--- src/rtl/hbw_pkg.sv ---
package hbw_pkg;

    localparam int WORD_W     = 32;
    localparam int HALF_W     = WORD_W / 2;
    localparam int BYTE_W     = 8;

    typedef enum logic [1:0] {
        BW_32 = 2'd0,
        BW_16 = 2'd1,
        BW_8  = 2'd2
    } bus_width_e;

    typedef struct packed {
        bus_width_e width;
        logic       swap_bytes;
        logic       swap_halves;
        logic       wait_high;
        logic       async_mode;
    } strap_cfg_t;

    typedef enum logic [1:0] {
        PH_IDLE,
        PH_EVAL,
        PH_ISSUE,
        PH_HOLD
    } phase_e;

    function automatic bus_width_e decode_width(input logic [1:0] code);
        case (code)
            2'b01:   return BW_16;
            2'b10:   return BW_8;
            default: return BW_32;
        endcase
    endfunction

    function automatic logic [HALF_W-1:0] order_half(input logic [HALF_W-1:0] h,
                                                     input logic sb);
        return sb ? {h[BYTE_W-1:0], h[HALF_W-1:BYTE_W]} : h;
    endfunction

    function automatic logic [WORD_W-1:0] order_word(input logic [WORD_W-1:0] w,
                                                     input logic sb,
                                                     input logic sh);
        logic [WORD_W-1:0] t;
        t = sh ? {w[HALF_W-1:0], w[WORD_W-1:HALF_W]} : w;
        return {order_half(t[WORD_W-1:HALF_W], sb), order_half(t[HALF_W-1:0], sb)};
    endfunction

endpackage

--- src/rtl/hbw_sync.sv ---
module hbw_sync #(
    parameter int   STAGES  = 2,
    parameter logic RST_VAL = 1'b1
) (
    input  logic clk,
    input  logic rst,
    input  logic d,
    output logic q
);
    logic [STAGES-1:0] chain;

    always_ff @(posedge clk) begin
        if (rst) chain <= {STAGES{RST_VAL}};
        else     chain <= {chain[STAGES-2:0], d};
    end

    assign q = chain[STAGES-1];
endmodule

--- src/rtl/hbw_front.sv ---
module hbw_front #(
    parameter int STAGES = 2
) (
    input  logic clk,
    input  logic rst,
    input  logic async_mode,
    input  logic cs_n,
    input  logic we_n,
    input  logic oe_n,
    output logic acc_start,
    output logic acc_write
);
    localparam int NSIG = 3;

    logic [NSIG-1:0] raw, synced, sel;
    logic            active, active_q;

    assign raw = {cs_n, we_n, oe_n};

    for (genvar i = 0; i < NSIG; i++) begin : g_sync
        hbw_sync #(.STAGES(STAGES), .RST_VAL(1'b1)) u_sync (
            .clk (clk),
            .rst (rst),
            .d   (raw[i]),
            .q   (synced[i])
        );
    end

    assign sel    = async_mode ? synced : raw;
    assign active = ~sel[2] & (~sel[1] | ~sel[0]);

    always_ff @(posedge clk) begin
        if (rst) active_q <= 1'b0;
        else     active_q <= active;
    end

    assign acc_start = active & ~active_q;
    assign acc_write = ~sel[1];
endmodule

--- src/rtl/hbw_lanes.sv ---
module hbw_lanes
    import hbw_pkg::*;
(
    input  strap_cfg_t        cfg,
    input  logic [1:0]        lane,
    input  logic [WORD_W-1:0] host_wdata,
    input  logic [WORD_W-1:0] wbuf,
    input  logic [WORD_W-1:0] rbuf,
    output logic [WORD_W-1:0] wr_word,
    output logic [WORD_W-1:0] host_rdata,
    output logic              first_lane,
    output logic              last_lane
);
    always_comb begin
        wr_word    = wbuf;
        host_rdata = '0;
        first_lane = 1'b1;
        last_lane  = 1'b1;
        case (cfg.width)
            BW_16: begin
                first_lane = ~lane[1];
                last_lane  = lane[1];
                if (lane[1]) begin
                    wr_word[WORD_W-1:HALF_W] = order_half(host_wdata[HALF_W-1:0], cfg.swap_bytes);
                    host_rdata[HALF_W-1:0]   = order_half(rbuf[WORD_W-1:HALF_W], cfg.swap_bytes);
                end else begin
                    wr_word[HALF_W-1:0]      = order_half(host_wdata[HALF_W-1:0], cfg.swap_bytes);
                    host_rdata[HALF_W-1:0]   = order_half(rbuf[HALF_W-1:0], cfg.swap_bytes);
                end
            end
            BW_8: begin
                first_lane = (lane == 2'd0);
                last_lane  = (lane == 2'd3);
                wr_word[{lane, 3'b000} +: BYTE_W] = host_wdata[BYTE_W-1:0];
                host_rdata[BYTE_W-1:0]            = rbuf[{lane, 3'b000} +: BYTE_W];
            end
            default: begin
                wr_word    = order_word(host_wdata, cfg.swap_bytes, cfg.swap_halves);
                host_rdata = order_word(rbuf, cfg.swap_bytes, cfg.swap_halves);
            end
        endcase
    end
endmodule

--- src/rtl/hbw_ctrl.sv ---
module hbw_ctrl
    import hbw_pkg::*;
(
    input  logic clk,
    input  logic rst,
    input  logic acc_start,
    input  logic acc_write,
    input  logic first_lane,
    input  logic last_lane,
    input  logic int_ack,
    output logic capture,
    output logic merge_en,
    output logic rbuf_load,
    output logic req,
    output logic is_write,
    output logic busy
);
    phase_e phase;

    always_ff @(posedge clk) begin
        if (rst) begin
            phase    <= PH_IDLE;
            is_write <= 1'b0;
        end else begin
            case (phase)
                PH_IDLE: if (acc_start) begin
                    phase    <= PH_EVAL;
                    is_write <= acc_write;
                end
                PH_EVAL:  phase <= (is_write ? last_lane : first_lane) ? PH_ISSUE : PH_HOLD;
                PH_ISSUE: if (int_ack) phase <= PH_HOLD;
                default:  phase <= PH_IDLE;
            endcase
        end
    end

    assign capture   = (phase == PH_IDLE) & acc_start;
    assign merge_en  = (phase == PH_EVAL) & is_write;
    assign req       = (phase == PH_ISSUE);
    assign rbuf_load = req & int_ack & ~is_write;
    assign busy      = (phase != PH_IDLE);
endmodule

--- src/rtl/hbw_bridge.sv ---
module hbw_bridge
    import hbw_pkg::*;
#(
    parameter int ADDR_W      = 10,
    parameter int SYNC_STAGES = 2
) (
    input  logic              clk,
    input  logic              rst,
    input  logic [1:0]        strap_size,
    input  logic [1:0]        strap_order,
    input  logic              strap_wait_hi,
    input  logic              strap_async,
    input  logic              hb_cs_n,
    input  logic              hb_we_n,
    input  logic              hb_oe_n,
    input  logic [ADDR_W-1:0] hb_addr,
    input  logic [31:0]       hb_din,
    output logic [31:0]       hb_dout,
    output logic              hb_doe,
    output logic              hb_wait,
    output logic              int_req,
    output logic              int_we,
    output logic [ADDR_W-3:0] int_addr,
    output logic [31:0]       int_wdata,
    input  logic [31:0]       int_rdata,
    input  logic              int_ack
);
    strap_cfg_t        cfg;
    logic              acc_start, acc_write;
    logic              capture, merge_en, rbuf_load, busy;
    logic              first_lane, last_lane;
    logic [ADDR_W-1:0] cur_addr;
    logic [WORD_W-1:0] cur_wdata, wbuf, rbuf, wr_word;

    always_ff @(posedge clk) begin
        if (rst) begin
            cfg.width       <= decode_width(strap_size);
            cfg.swap_bytes  <= ~strap_order[1];
            cfg.swap_halves <= ~strap_order[0];
            cfg.wait_high   <= strap_wait_hi;
            cfg.async_mode  <= strap_async;
        end
    end

    hbw_front #(.STAGES(SYNC_STAGES)) u_front (
        .clk        (clk),
        .rst        (rst),
        .async_mode (cfg.async_mode),
        .cs_n       (hb_cs_n),
        .we_n       (hb_we_n),
        .oe_n       (hb_oe_n),
        .acc_start  (acc_start),
        .acc_write  (acc_write)
    );

    hbw_ctrl u_ctrl (
        .clk        (clk),
        .rst        (rst),
        .acc_start  (acc_start),
        .acc_write  (acc_write),
        .first_lane (first_lane),
        .last_lane  (last_lane),
        .int_ack    (int_ack),
        .capture    (capture),
        .merge_en   (merge_en),
        .rbuf_load  (rbuf_load),
        .req        (int_req),
        .is_write   (int_we),
        .busy       (busy)
    );

    hbw_lanes u_lanes (
        .cfg        (cfg),
        .lane       (cur_addr[1:0]),
        .host_wdata (cur_wdata),
        .wbuf       (wbuf),
        .rbuf       (rbuf),
        .wr_word    (wr_word),
        .host_rdata (hb_dout),
        .first_lane (first_lane),
        .last_lane  (last_lane)
    );

    always_ff @(posedge clk) begin
        if (rst) begin
            cur_addr  <= '0;
            cur_wdata <= '0;
            wbuf      <= '0;
            rbuf      <= '0;
        end else begin
            if (capture) begin
                cur_addr  <= hb_addr;
                cur_wdata <= hb_din;
            end
            if (merge_en)  wbuf <= wr_word;
            if (rbuf_load) rbuf <= int_rdata;
        end
    end

    assign int_addr  = cur_addr[ADDR_W-1:2];
    assign int_wdata = wbuf;
    assign hb_doe    = ~hb_cs_n & ~hb_oe_n;
    assign hb_wait   = cfg.wait_high ? busy : ~busy;
endmodule

--- config.mk ---
export PLATFORM = sky130hd
export DESIGN_NAME = hbw_bridge
export DESIGN_NICKNAME = d
export VERILOG_FILES = /design/src/rtl/hbw_pkg.sv /design/src/rtl/hbw_sync.sv /design/src/rtl/hbw_front.sv /design/src/rtl/hbw_lanes.sv /design/src/rtl/hbw_ctrl.sv /design/src/rtl/hbw_bridge.sv
export SDC_FILE = /design/constraint.sdc
export NUM_CORES = 1
export LEC_CHECK = 0
export BUFFER_PORTS_ARGS = -buffer_cell sky130_fd_sc_hd__buf_2
export CORE_MARGIN = 10
export CORE_UTILIZATION = 56
export CTS_CLUSTER_DIAMETER = 200
export CTS_CLUSTER_SIZE = 8
export DETAILED_ROUTE_END_ITERATION = 7
export PLACE_DENSITY = 0.77
export RECOVER_POWER = 25
export SLEW_MARGIN = 20
export SYNTH_ARGS = -nofsm -noshare
export SYNTH_HDL_FRONTEND = slang
export SYNTH_SLANG_ARGS = --single-unit
--- constraint.sdc ---
create_clock -name clk -period 2.43 [get_ports clk]
set_input_delay 0.486 -clock clk [delete_from_list [all_inputs] [get_ports clk]]
set_output_delay 0.486 -clock clk [all_outputs]
set_load 0.005 [all_outputs]
**After elaboration in Yosys (flattened, before gate mapping)**

Index checks and enable logic that the tools add are counted.
W data, S select, Z words.

- Bits in registers: 122
- Bits of input ports: 86
- Logic and storage cells: 85
- Output and inout bits: 76

- $add $sub $neg: 1
- Bitwise gates (word level): 19
- Equality and inequality tests: 11
- Reduce and logical (&&, ||, !) cells: 8
- Shift-type cells: 3
- Mux-type cells: 27

Operator list:

| cell | count |
|---|---|
| $mux W16 | 11 |
| $mux W32 | 2 |
| $pmux W32 S2 | 1 |
| $bwmux W32 | 1 |
| $pmux W8 S2 | 2 |
| $shift A8 B7 Y32 const A | 1 |
| $shiftx A32 B6 Y8 | 1 |
| $shiftx A8 B7 Y32 | 1 |
| $not A1 Y1 | 11 |
| $eq A2 B2 Y1 const B | 4 |
| $reduce_and A2 Y1 | 4 |
| $and A1 B1 Y1 | 7 |
| $neg A5 Y7 | 1 |
| $eq A2 B1 Y1 const B | 3 |
| $ne A2 B2 Y1 const B | 3 |
| $pmux W2 S3 | 1 |
| $logic_not A2 Y1 | 2 |
| $mux W2 | 2 |
| $pmux W1 S2 | 2 |
| $pmux W2 S2 | 1 |
| $mux W1 | 3 |
| $mux W3 | 1 |
| $ne A2 B1 Y1 const B | 1 |
| $reduce_bool A2 Y1 | 1 |
| 2 further kinds | 2 |

**Logic depth before layout (Yosys ltp)**

- Depth in word-level cells: 7
- Depth in mapped cells: 9
- Depth with buffers taken out: 6

**Modules after synthesis**

From an unflattened synthesis, not the netlist that was laid out.

- Cells, all modules: 852
- Area, all modules: 8613.3 um^2

By module, submodules not included:

| module | sequential area each (um^2) | area each (um^2) | instances | cells an instance |
|---|---|---|---|---|
| hbw_bridge | 2302.2 | 4125.2 | 1 | 363 |
| hbw_lanes | 0.0 | 4022.6 | 1 | 441 |
| hbw_ctrl | 60.1 | 244.0 | 1 | 28 |
| hbw_sync | 40.0 | 52.6 | 3 | 4 |
| hbw_front | 20.0 | 63.8 | 1 | 8 |

**Worst setup path before layout**

No wires, ideal clock.

- Path type: reg2reg
- From: reg cur_addr[1]
- To: reg wbuf[1] (netlist: int_wdata[1])
- Path slack: 0.424 ns
- Data arrival time: 1.949 ns
- Period minus slack after synthesis: 2.006 ns
- Buffers on the path: 3
- Library setup time: 0.057 ns
- Cell stages (with the launch flop): 10
- Required time: 2.373 ns
- Path through: dfxtp_1 > buf_4 > buf_2 > inv_1 > ha_1 > and4bb_2 > clkbuf_2 > nand3_1 > a211oi_1 > a21o_1

- Longest elaborated chain between the ends: 4
- Elaborated cells between the ends (all ways): 7
- Those cells by class: add/sub: 1; eq/ne: 1; shift: 2; mux: 2; reduce/logical: 1

Ends and longest elaborated chain:

| what | RTL line | text |
|---|---|---|
| from (decl) | hbw_bridge.sv:32 | `logic [ADDR_W-1:0] cur_addr;` |
| from (signal assigned) | hbw_bridge.sv:92 | `cur_addr <= hb_addr;` |
| $neg A5 Y7 | hbw_lanes.sv:34 | `wr_word[{lane, 3'b000} +: BYTE_W] = host_wdata[BYTE_W-1:0];` |
| $shiftx A8 B7 Y32 / $shift A8 B7 Y32 (equally long branches) | hbw_lanes.sv:34 |  |
| $bwmux W32 | hbw_lanes.sv:34 |  |
| $pmux W32 S2 | hbw_lanes.sv:19 | `case (cfg.width)` |
| to (signal assigned) | hbw_bridge.sv:95 | `if (merge_en) wbuf <= wr_word;` |
| to (decl) | hbw_bridge.sv:33 | `logic [WORD_W-1:0] cur_wdata, wbuf, rbuf, wr_word;` |

Several ways; a longest one is shown, not always the timed one.
A chain may end at the register's enable or synchronous reset.

**Final worst setup path**

- From: reg, netlist name cfg[3]
- To: out hb_dout[12]

- Longest elaborated chain between the ends: 3
- Elaborated cells between the ends (all ways): 5
- Those cells by class: mux: 5

Ends and longest elaborated chain:

| what | RTL line | text |
|---|---|---|
| $mux W16 | hbw_pkg.sv:38 | `return sb ? {h[BYTE_W-1:0], h[HALF_W-1:BYTE_W]} : h;` |
| $mux W16 | hbw_lanes.sv:23 | `if (lane[1]) begin` |
| $pmux W8 S2 * | hbw_lanes.sv:19 |  |
| to (decl) | hbw_bridge.sv:18 | `output logic [31:0] hb_dout,` |

Every way passes the cells marked *; elsewhere a longest branch is shown, timed or not.

==> impl_metrics.tcl <==
set metrics [dict create \
    dp_hpwl_um 16400 \
    wl_per_cell_um 20.6 \
    synth_nets 956 \
    clock_skew_ns 0.00607 \
    critPathArrivalTime_ns 2.07 \
    drt_iter0_markers 614 \
    power_density_nw_per_um2 716 \
    multi_input_area_um2 4860 \
    synth_seq_cells 122 \
    synth.avg_cell_area_um2 9.20 \
    use_met1_pct 32.8 \
    status "complete, but fails checks" \
    num_antenna_cells 0 \
    finalSetupViolations 22 \
    fillers 1107 \
    dpl.cell_count 1134 \
    hold_class "primary input to flop" \
    worstMarginPinSlew_ns 1.85 \
    cap_violations 1 \
    synthFlopType "dfxtp_1" \
    fin_setup_tns_ns -1.17 \
    postRouteAntennaNets 0 \
    cts_max_level 4 \
    nets 1087 \
    vias 7491 \
    grt-busiest-layer "met2" \
    layout_setup_ws_ns -0.122 \
    clock.fmax_mhz 392 \
    fp.coreArea_um2 13800 \
    synthDistinctLibCells 55 \
    die_area_um2 19300 \
    grt_setup_unrepaired "true" \
    yosysWarningCount 0 \
    endpoint_kind "primary output" \
    cts_tree "yes" \
    crit_fanout 4 \
    p_leak_nw 3.74 \
    period_minus_slack_ns 2.55 \
    finalCritPeriodShare_pct 105 \
    grt_antenna_before_repair 0 \
    die_y_um 139 \
    netlist_area_um2 7900 \
    hold_violations 0 \
    drive_above_1_share_pct 32.5 \
    place.gp.congestion 0.892 \
    use_met2_pct 34.0 \
    clock-sinks 122 \
    die_w_um 139 \
    synth_edf_count 6 \
    drcViolationCount 0 \
    ioPinCount 162 \
    grt_start_max_net_pins 92 \
    final_area_um2 9550 \
    grt_pass1_wl_um 38300 \
    postSynthCellCount 859 \
    drv_slew 92 \
    dpl_cell_area_um2 8670 \
    synth-seq-area-share_pct 31.7 \
    cts_root_buf "clkbuf_16" \
    ctsLongestPathBuffers 2 \
    violations "capacitance limit, slew limit, setup timing" \
    grt_pass1_vias 7057 \
    routed_wirelength_um 24300 \
    row_count 43 \
    clkTransAtPathRegs_ns 0.06 \
    viasPerCell 6.33 \
    vdd_drop_max_mv 0.591 \
    worstSetupPathType "flop to primary output" \
    grt_usage_pct 24.0 \
    cts_buffers 17 \
    clk_latency_ns 0.42 \
    async_reset_ff_share_pct 0 \
    slew_headroom_pct -23.4 \
    syn2layout_area_growth_pct 20.9 \
    grt-ovfl-total 0 \
    start_kind "flop" \
    grt_util_met3_pct 9.14 \
    holdBufCountCts 0 \
    regArea_um2 2510 \
    worst-endpoint-required_ns 1.94 \
    first_pass_iters 5 \
    initial_core_util_pct 57.1 \
    stdcell_count 1183 \
    place.port_buffers 161 \
]
-- power breakdown --
group          internal [mW]  switching [mW]  leakage (nW)  total (mW)
Sequential              2.16           0.190         0.999        2.35
Combinational          0.811            1.13          2.46        1.94
Clock                   1.63           0.923         0.285        2.55
-- metal layers --
| layer | wire (um) | vias up | part of all wire, % |
|---|---|---|---|
| met5 | 0 | - | 0 |
| met4 | 519 | 0 | 2.1 |
| met3 | 2530 | 48 | 10 |
| met2 | 10700 | 380 | 44 |
| met1 | 10600 | 3578 | 43 |
| li1 | - | 3485 | - |
-- registers in the layout, summed over array words and instances (netlist names) --
| name | flops |
|---|---|
| cfg | 6 |
| cur_wdata | 32 |
| u_front.g_sync.u_sync.chain | 6 |
| rbuf | 32 |
| int_wdata | 32 |
| cur_addr | 10 |
| u_front.active_q | 1 |
| u_ctrl.is_write | 1 |
| u_ctrl.phase | 2 |
-- worst max-delay path: stages, from the launching register on --
cell and delay [ns]:
edfxtp_1 0.42, buf_6 0.13, bufbuf_16 0.25, mux4_2 0.51
a22o_1 0.21, buf_2 0.12
-- cells in the final DEF (no fill, tap or decap), types with 4 or more instances in the layout --
| cell type | netlist | final |
|---|---|---|
| o21ai_0 | 82 | 82 |
| or2_2 | 8 | 8 |
| o22ai_1 | 31 | 31 |
| nand2b_1 | 4 | 4 |
| a221oi_2 | 0 | 7 |
| buf_6 | 8 | 7 |
| clkbuf_16 | 0 | 18 |
| nor2b_1 | 25 | 23 |
| mux2i_1 | 4 | 4 |
| buf_4 | 14 | 18 |
| mux2_1 | 6 | 6 |
| nand2_1 | 87 | 87 |
| dfxtp_1 | 116 | 114 |
| a31o_2 | 4 | 4 |
| a21oi_1 | 101 | 101 |
| a31oi_1 | 4 | 4 |
| ha_1 | 11 | 10 |
| inv_1 | 22 | 22 |
| nand3_1 | 56 | 56 |
| mux4_2 | 53 | 54 |
| buf_12 | 2 | 6 |
| clkbuf_1 | 33 | 27 |
| nor2_1 | 12 | 11 |
| a22o_1 | 35 | 35 |
| o31ai_1 | 4 | 4 |
| edfxtp_1 | 6 | 6 |
| buf_2 | 21 | 136 |
| o211a_1 | 4 | 4 |
| and2_1 | 18 | 18 |
| mux2_2 | 34 | 34 |
-- final timing paths --
check	from	end	slack [ns]	depth (start not counted)
max	cfg[3]	hb_dout[12]	-0.12	5
min reg2reg	u_front.g_sync[2].u_sync.chain[0]	u_front.g_sync[2].u_sync.chain[1]	0.41	1
min	strap_wait_hi	cfg[1]	0.23	1
max reg2reg	cfg[2]	int_wdata[7]	0.19	7
-- cell type report --
cell class / count / area share, %
clock buffer: 20 / 4.68
tap: 180 / 2.36
inverter: 22 / 0.865
timing repair buffer: 200 / 13.4
sequential: 122 / 26.3
clock inverter: 12 / 1.56
multi-input combinational: 627 / 50.9
-- Yosys cell counts, types with 2 or more instances --
| library cell | count | area share (%) |
|---|---|---|
| a211oi_1 | 2 | 0.19 |
| a21bo_2 | 3 | 0.38 |
| a21oi_1 | 101 | 6.4 |
| a221oi_1 | 8 | 0.89 |
| a22o_1 | 35 | 3.9 |
| a31o_2 | 4 | 0.44 |
| a31oi_1 | 4 | 0.32 |
| a32o_1 | 2 | 0.25 |
| and2_1 | 18 | 1.4 |
| buf_1 | 5 | 0.24 |
| buf_12 | 2 | 0.51 |
| buf_2 | 21 | 1.3 |
| buf_4 | 14 | 1.3 |
| buf_6 | 8 | 1.1 |
| clkbuf_1 | 33 | 1.6 |
| clkbuf_2 | 4 | 0.25 |
| dfxtp_1 | 116 | 29 |
| edfxtp_1 | 6 | 2.3 |
| ha_1 | 11 | 1.7 |
| inv_1 | 22 | 1.0 |
| mux2_1 | 6 | 0.86 |
| mux2_2 | 34 | 4.8 |
| mux2i_1 | 4 | 0.51 |
| mux4_1 | 3 | 1.0 |
| mux4_2 | 53 | 15 |
| nand2_1 | 87 | 4.1 |
| nand2b_1 | 4 | 0.32 |
| nand3_1 | 56 | 3.5 |
| nand4_1 | 3 | 0.24 |
| nand4b_1 | 3 | 0.33 |
| nor2_1 | 12 | 0.57 |
| nor2b_1 | 25 | 2.0 |
| nor3b_1 | 2 | 0.19 |
| o211a_1 | 4 | 0.51 |
| o21ai_0 | 82 | 5.2 |
| o22ai_1 | 31 | 2.5 |
| o31ai_1 | 4 | 0.38 |
| o41ai_1 | 3 | 0.33 |
| or2_2 | 8 | 0.63 |
-- stage by stage --
stage,util [%],setup slack [ns],hold WS (ns),total power [mW]
floorplan,-,0.424,0.389,3.65
global placement,62.7,0.178,0.390,4.13
detailed placement,62.7,0.120,0.398,4.16
CTS,69.3,-0.115,0.225,6.81
global route,69.1,-0.197,0.221,7.13
finish,69.1,-0.122,0.235,6.84
-- cells by family (layout without fill, tap and decap cells) --
logic type	after synthesis	after routing	share of synthesized area (%)
XOR/XNOR	1	1	0.111
AND/OR/NAND/NOR	223	223	14.0
flip-flops	122	122	31.7
adder cells (fa/ha/maj)	11	11	1.74
AO/OA/AOI/OAI	292	292	22.7
multiplexers	100	100	22.3
buffers and inverters	110	254	7.51
-- what timing repair did --
item                                    4_1_cts  5_1_grt
cloned                                        5        1
pin swaps                                     5        5
buffers inserted                             13        2
gates resized for setup                      19       13
endpoints found under the setup margin       26       30
Note: power is estimated with default switching activity, not from simulation.
